--- src/rtl/pchg_pkg.sv ---
`timescale 1ns/1ps
package pchg_pkg;

    typedef enum logic [2:0] {
        ST_IDLE     = 3'd0,
        ST_CHARGE   = 3'd1,
        ST_GAP      = 3'd2,
        ST_FINISHED = 3'd3,
        ST_FAULT    = 3'd4
    } pchg_state_e;

    // Scale a target expressed in tenths of nominal into a DAC code.
    function automatic int unsigned tenths_to_code(input int unsigned tenths,
                                                   input int unsigned nom_code);
        return (tenths * nom_code) / 10;
    endfunction

endpackage

--- src/rtl/pchg_step_map.sv ---
`timescale 1ns/1ps
module pchg_step_map
    import pchg_pkg::*;
#(
    parameter int NUM_SUPPORT  = 6,
    parameter int NUM_BACKBONE = 2,
    parameter int DAC_W        = 8,
    parameter int NOM_CODE     = 200,
    parameter int BB_TENTHS    = 4,
    localparam int NSTEP       = NUM_SUPPORT + NUM_BACKBONE,
    localparam int STEP_W      = $clog2(NSTEP)
) (
    input  logic [STEP_W-1:0]       step,
    output logic [NUM_SUPPORT-1:0]  sup_oh,
    output logic [NUM_BACKBONE-1:0] bb_oh,
    output logic                    is_backbone,
    output logic [DAC_W-1:0]        code,
    output logic                    zero_target
);

    localparam int unsigned BB_CODE = tenths_to_code(BB_TENTHS, NOM_CODE);

    genvar k;
    generate
        for (k = 0; k < NUM_SUPPORT; k++) begin : g_sup
            assign sup_oh[k] = (step == STEP_W'(k));
        end
        for (k = 0; k < NUM_BACKBONE; k++) begin : g_bb
            assign bb_oh[k] = (step == STEP_W'(NUM_SUPPORT + k));
        end
    endgenerate

    assign is_backbone = (int'(step) >= NUM_SUPPORT);

    always_comb begin
        int unsigned c;
        if (is_backbone) begin
            c = BB_CODE;
        end else begin
            c = tenths_to_code(NUM_SUPPORT - 1 - int'(step), NOM_CODE);
        end
        code        = DAC_W'(c);
        zero_target = (c == 0);
    end

endmodule

--- src/rtl/pchg_step_timer.sv ---
`timescale 1ns/1ps
module pchg_step_timer #(
    parameter int SETTLE_CYCLES  = 2,
    parameter int TIMEOUT_CYCLES = 1000000,
    localparam int CNT_W         = $clog2(TIMEOUT_CYCLES + 1)
) (
    input  logic clk,
    input  logic rst_n,
    input  logic run,
    output logic settled,
    output logic expired
);

    localparam logic [CNT_W-1:0] LAST = CNT_W'(TIMEOUT_CYCLES - 1);

    logic [CNT_W-1:0] cnt;

    always_ff @(posedge clk or negedge rst_n) begin
        if (!rst_n) begin
            cnt <= '0;
        end else if (!run) begin
            cnt <= '0;
        end else if (cnt != LAST) begin
            cnt <= cnt + 1'b1;
        end
    end

    assign settled = (cnt >= CNT_W'(SETTLE_CYCLES));
    assign expired = run && (cnt == LAST);

    // count never passes the last step cycle
    cnt_bound_chk: assert property (@(posedge clk) disable iff (!rst_n)
        cnt <= LAST);

endmodule

--- src/rtl/cap_precharge_seq.sv ---
`timescale 1ns/1ps
module cap_precharge_seq
    import pchg_pkg::*;
#(
    parameter int NUM_SUPPORT    = 6,
    parameter int NUM_BACKBONE   = 2,
    parameter int DAC_W          = 8,
    parameter int NOM_CODE       = 200,
    parameter int BB_TENTHS      = 4,
    parameter int SETTLE_CYCLES  = 2,
    parameter int TIMEOUT_CYCLES = 1000000
) (
    input  logic                                       clk,
    input  logic                                       rst_n,
    input  logic                                       start,
    input  logic                                       cmp_reached,
    output logic [NUM_SUPPORT-1:0]                     sup_sel,
    output logic [NUM_BACKBONE-1:0]                    bb_sel,
    output logic                                       iso_pos,
    output logic                                       iso_neg,
    output logic                                       bridge_fwd,
    output logic                                       bridge_rev,
    output logic                                       sup_return,
    output logic [DAC_W-1:0]                           dac_code,
    output logic [$clog2(NUM_SUPPORT+NUM_BACKBONE)-1:0] sense_sel,
    output logic                                       done,
    output logic                                       fault
);

    localparam int NSTEP  = NUM_SUPPORT + NUM_BACKBONE;
    localparam int STEP_W = $clog2(NSTEP);
    localparam logic [STEP_W-1:0] LAST_STEP = STEP_W'(NSTEP - 1);

    pchg_state_e       state, state_n;
    logic [STEP_W-1:0] step, step_n;

    logic [NUM_SUPPORT-1:0]  map_sup;
    logic [NUM_BACKBONE-1:0] map_bb;
    logic                    map_is_bb;
    logic [DAC_W-1:0]        map_code;
    logic                    map_zero;
    logic                    tmr_settled;
    logic                    tmr_expired;
    logic                    accept;

    pchg_step_map #(
        .NUM_SUPPORT (NUM_SUPPORT),
        .NUM_BACKBONE(NUM_BACKBONE),
        .DAC_W       (DAC_W),
        .NOM_CODE    (NOM_CODE),
        .BB_TENTHS   (BB_TENTHS)
    ) u_map (
        .step       (step),
        .sup_oh     (map_sup),
        .bb_oh      (map_bb),
        .is_backbone(map_is_bb),
        .code       (map_code),
        .zero_target(map_zero)
    );

    pchg_step_timer #(
        .SETTLE_CYCLES (SETTLE_CYCLES),
        .TIMEOUT_CYCLES(TIMEOUT_CYCLES)
    ) u_timer (
        .clk    (clk),
        .rst_n  (rst_n),
        .run    (state == ST_CHARGE),
        .settled(tmr_settled),
        .expired(tmr_expired)
    );

    assign accept = map_zero || (cmp_reached && tmr_settled);

    // State register
    always_ff @(posedge clk or negedge rst_n) begin
        if (!rst_n) begin
            state <= ST_IDLE;
            step  <= '0;
        end else begin
            state <= state_n;
            step  <= step_n;
        end
    end

    // Next-state logic
    always_comb begin
        state_n = state;
        step_n  = step;
        unique case (state)
            ST_IDLE: begin
                if (start) begin
                    state_n = ST_CHARGE;
                    step_n  = '0;
                end
            end
            ST_CHARGE: begin
                if (accept) begin
                    if (step == LAST_STEP) begin
                        state_n = ST_FINISHED;
                    end else begin
                        state_n = ST_GAP;
                        step_n  = step + 1'b1;
                    end
                end else if (tmr_expired) begin
                    state_n = ST_FAULT;
                end
            end
            ST_GAP:      state_n = ST_CHARGE;
            ST_FINISHED: state_n = ST_FINISHED;
            ST_FAULT:    state_n = ST_FAULT;
            default:     state_n = ST_FAULT;
        endcase
    end

    // Output logic
    always_comb begin
        sup_sel    = '0;
        bb_sel     = '0;
        iso_pos    = 1'b0;
        iso_neg    = 1'b0;
        bridge_fwd = 1'b0;
        bridge_rev = 1'b0;
        sup_return = 1'b0;
        dac_code   = '0;
        sense_sel  = '0;
        done       = 1'b0;
        fault      = 1'b0;
        unique case (state)
            ST_IDLE: ;
            ST_CHARGE: begin
                iso_pos   = 1'b1;
                iso_neg   = 1'b1;
                dac_code  = map_code;
                sense_sel = step;
                if (map_is_bb) begin
                    bb_sel     = map_bb;
                    bridge_rev = 1'b1;
                end else begin
                    sup_sel    = map_sup;
                    bridge_fwd = 1'b1;
                    sup_return = 1'b1;
                end
            end
            ST_GAP: begin
                iso_pos   = 1'b1;
                iso_neg   = 1'b1;
                dac_code  = map_code;
                sense_sel = step;
            end
            ST_FINISHED: done  = 1'b1;
            ST_FAULT:    fault = 1'b1;
            default:     fault = 1'b1;
        endcase
    end


    one_cap_chk: assert property (@(posedge clk) disable iff (!rst_n)
        $onehot0({sup_sel, bb_sel}));


    bridge_excl_chk: assert property (@(posedge clk) disable iff (!rst_n)
        !(bridge_fwd && bridge_rev));


    break_make_chk: assert property (@(posedge clk) disable iff (!rst_n)
        ({sup_sel, bb_sel} != '0) |=>
            (({sup_sel, bb_sel} == $past({sup_sel, bb_sel})) || ({sup_sel, bb_sel} == '0)));


    done_hold_chk: assert property (@(posedge clk) disable iff (!rst_n)
        done |=> done);


    done_open_chk: assert property (@(posedge clk) disable iff (!rst_n)
        done |-> !(iso_pos || iso_neg || bridge_fwd || bridge_rev || sup_return || (|sup_sel) || (|bb_sel)));


    fault_open_chk: assert property (@(posedge clk) disable iff (!rst_n)
        fault |-> !(iso_pos || iso_neg || bridge_fwd || bridge_rev || sup_return || (|sup_sel) || (|bb_sel)));


    fault_hold_chk: assert property (@(posedge clk) disable iff (!rst_n)
        fault |=> (fault && !done));

endmodule

--- config.mk ---
export PLATFORM = sky130hd
export DESIGN_NAME = cap_precharge_seq
export DESIGN_NICKNAME = d
export VERILOG_FILES = /design/src/rtl/pchg_pkg.sv /design/src/rtl/pchg_step_map.sv /design/src/rtl/pchg_step_timer.sv /design/src/rtl/cap_precharge_seq.sv
export SDC_FILE = /design/constraint.sdc
export NUM_CORES = 1
export LEC_CHECK = 0
export BUFFER_PORTS_ARGS = -buffer_cell sky130_fd_sc_hd__buf_4
export CAP_MARGIN = 20
export CORE_MARGIN = 10
export CORE_UTILIZATION = 55
export CTS_CLUSTER_DIAMETER = 50
export DETAILED_ROUTE_END_ITERATION = 8
export PLACE_DENSITY = 0.73
export RECOVER_POWER = 50
export SYNTH_ARGS = -nofsm -noshare
export SYNTH_HDL_FRONTEND = slang
export SYNTH_SLANG_ARGS = --single-unit
--- constraint.sdc ---
create_clock -name clk -period 22.7 [get_ports clk]
set_input_delay 4.54 -clock clk [delete_from_list [all_inputs] [get_ports clk]]
set_output_delay 4.54 -clock clk [all_outputs]
set_load 0.01 [all_outputs]
==> flow_metrics.env <==
export IMPL_status="finished, final reports clean"
export IMPL_synth_area_top_cells="dfrtp_1 (14%), nor2_1 (6.1%), ha_1 (6.1%)"
export IMPL_reg2reg_from="step[1]"
export IMPL_hold_class="flip-flop to flip-flop"
export IMPL_cts_resized=0
export IMPL_rsz0062_at_grt="no"
export IMPL_synth_edf_count=0
export IMPL_drive_gt1_share_pct=13.8
export IMPL_grt_overflow=0
export IMPL_synthArstFlopShare_pct=100
export IMPL_finalCritPeriodShare_pct=71.5
export IMPL_drv_slew=0
export IMPL_gp_congestion=1.00
export IMPL_critPathSlowestCell="dfrtp_1"
export IMPL_holdCritStartpoint="u_timer.cnt[2]"
export IMPL_clock_latency_ps=270
export IMPL_synth_area_leader_cell="dfrtp_1"
export IMPL_worstPathMaxFanout=19
export IMPL_place_inst=732
export IMPL_synth_nets=656
export IMPL_ff_latch_area_sq_um=651
export IMPL_multi_input_area_sq_um=3900
export IMPL_htree_levels=1
export IMPL_fp_dieW_microns=113
export IMPL_ios=30
export IMPL_criticalPathCategory="flip-flop to output pin"
export IMPL_end_kind="output pin"
export IMPL_clock_sinks=26
export IMPL_cpMostUsedCell="ha_1"
export IMPL_port_buffers=29
export IMPL_ant_nets=0
export IMPL_fin_nets=661
export IMPL_core_area_sq_um=8300
export IMPL_synth_main_ff_cell="dfrtp_1"
export IMPL_syn_area_sq_um=4750
export IMPL_ys_warn_count=0
export IMPL_period_minus_slack_ps=16240
export IMPL_critical_path_arrival_ps=11700
export IMPL_wire_per_inst_microns=18.6
export IMPL_fillerInstances=744
export IMPL_post_synth_num_cell_types=102
export IMPL_finalHoldViolCount=0
export IMPL_clock_skew_final_ps=4.33
export IMPL_synth_top_area_share_pct=13.7
export IMPL_slew_headroom_pct=12.7
export IMPL_worst_slew_pin_slew_ps=1310
export IMPL_vias=5081
export IMPL_antenna_found_initial=0
export IMPL_fin_tns_setup_ps=0
export IMPL_syn_to_final_growth_pct=5.77
export IMPL_critPathLaunch="step[1]"
export IMPL_synthCells=628
export IMPL_holdBufCountCts=0
export IMPL_cts_buffers=3
export IMPL_num_antenna_cells=0
export IMPL_grt_pass1_vias=4638
export IMPL_fmax_mhz=61.6
export IMPL_wirelength_microns=13700
export IMPL_drtIter0Drc=502
export IMPL_yosysSeqAreaShare_pct=13.7
export IMPL_avgSynthCellArea_sq_um=7.56
export IMPL_drv_cap=0
export IMPL_cts_tree="built"
export IMPL_cts_root_buf="clkbuf_8"
export IMPL_start_kind="flip-flop"
export IMPL_rows=33
export IMPL_path_clk_slew_ps=90
export IMPL_die_area_sq_um=12700
export IMPL_track_usage_pct=20.4
export IMPL_cts_max_path_buffers=2
export IMPL_critical_path_required_ps=18160
export IMPL_finalNonFillerCells=737
export IMPL_route_detailed_drc=0
export IMPL_synth_seq_cells=26
export IMPL_dp_final_hpwl_microns=10700
export IMPL_grt_pass1_wl_microns=22900
export IMPL_start_util_pct=57.2
export IMPL_drtPass1Iterations=5
export IMPL_die_h_microns=113
export IMPL_vias_per_cell=6.89
export IMPL_cts_setup_buffers=0
export IMPL_crit_path_max_incr_delay_ps=720
export IMPL_grt_max_degree=29
export IMPL_setup_violations_final=0
[synthesized netlist by cell type (5+ instances only)]
library cell,number
nor2_1,77
nand2_1,52
a21oi_1,39
o21ai_0,29
nand3_1,27
nor3_1,27
dfrtp_1,26
ha_1,23
xnor2_1,21
clkbuf_1,19
xor2_1,14
inv_1,12
a31oi_1,11
or3_1,11
and2_1,10
o211ai_1,10
nor4_1,9
o21a_1,9
o31ai_1,9
and3_1,8
mux2i_1,8
nand4_1,8
a211oi_1,7
a21o_1,6
buf_2,6
o21ai_1,6
nand2b_1,5
o211a_1,5
o21bai_1,5
o22ai_1,5
[cells by family (layout without fill, tap and decap cells)]
| kind of cell | count (synthesis) | after routing | share of synthesized area (%) |
|---|---|---|---|
| xor+xnor | 38 | 38 | 7.73 |
| mux | 14 | 14 | 3.51 |
| simple gates | 272 | 272 | 29.6 |
| flops | 26 | 26 | 13.7 |
| buf+inv | 46 | 50 | 4.11 |
| compound gates | 206 | 206 | 34.4 |
| fa+ha+maj | 26 | 26 | 6.91 |
[metal layers]
metal  track usage (%)  share of wire, %
met5                 0                 0
met4              3.72               1.3
met3              3.49               8.1
met2              32.6                45
met1              28.2                45
[cell type report]
type / count / share of cell area [%]
Inverter: 15 / 1.12
Clock buffer: 4 / 1.10
Timing Repair Buffer: 31 / 4.51
Multi-Input combinational cell: 556 / 77.7
Tap cell: 105 / 2.62
Sequential cell: 26 / 13.0
[metrics by stage]
step	area [sq um]	util [%]	hold slack [ps]	setup slack, ps
after detailed placement	4960	59.8	540	6400
final	5020	60.5	556	6460
after CTS	5020	60.5	556	6100
after floorplan	4750	-	497	8350
after global routing	5020	60.5	590	5640
after global placement	4960	59.8	532	6940
[path summary, 6_finish.rpt]
path | endpoint | slack (ps) | cells after the start
max | dac_code[0] | 6460 | 37
min | u_timer.cnt[2] | 560 | 1
max reg2reg | step[0] | 13680 | 28
min reg2reg | u_timer.cnt[2] | 560 | 1
max in group asynchronous | u_timer.cnt[5] | 17390 | 1
min in group asynchronous | u_timer.cnt[9] | 4540 | 1
[state kept, by name, indices dropped and copies added (netlist names)]
register     count
u_timer.cnt     20
state            3
step             3
[critical path, delay by kind of cell (launching register included)]
kind	cells	cell delay (ps)
AOI/OAI and AO/OA	10	2700
xor gates and xnor gates	3	1040
adders and majority gates	6	2020
buffers and inverters	3	700
DFF	1	720
muxes	1	110
and+or+nand+nor	14	4100
[cells in the final DEF (no fill, tap or decap), types with 5 or more instances in the layout]
| master | n |
|---|---|
| a21oi_1 | 39 |
| and3_1 | 8 |
| o31ai_1 | 9 |
| and2_1 | 10 |
| o21ai_0 | 29 |
| o22ai_1 | 5 |
| nand2b_1 | 5 |
| a31oi_1 | 11 |
| nor2_1 | 77 |
| nand2_1 | 52 |
| or3_1 | 11 |
| inv_1 | 12 |
| dfrtp_1 | 26 |
| buf_4 | 29 |
| xor2_1 | 14 |
| o211a_1 | 5 |
| a211oi_1 | 7 |
| mux2i_1 | 8 |
| nor3_1 | 27 |
| ha_1 | 23 |
| o211ai_1 | 10 |
| o21ai_1 | 6 |
| nor4_1 | 9 |
| o21a_1 | 9 |
| xnor2_1 | 21 |
| a21o_1 | 6 |
| o21bai_1 | 5 |
| nand3_1 | 27 |
| nand4_1 | 8 |
Power is not shown: default switching activity piles up to over one toggle a cycle in this logic, so the estimate is an artifact.
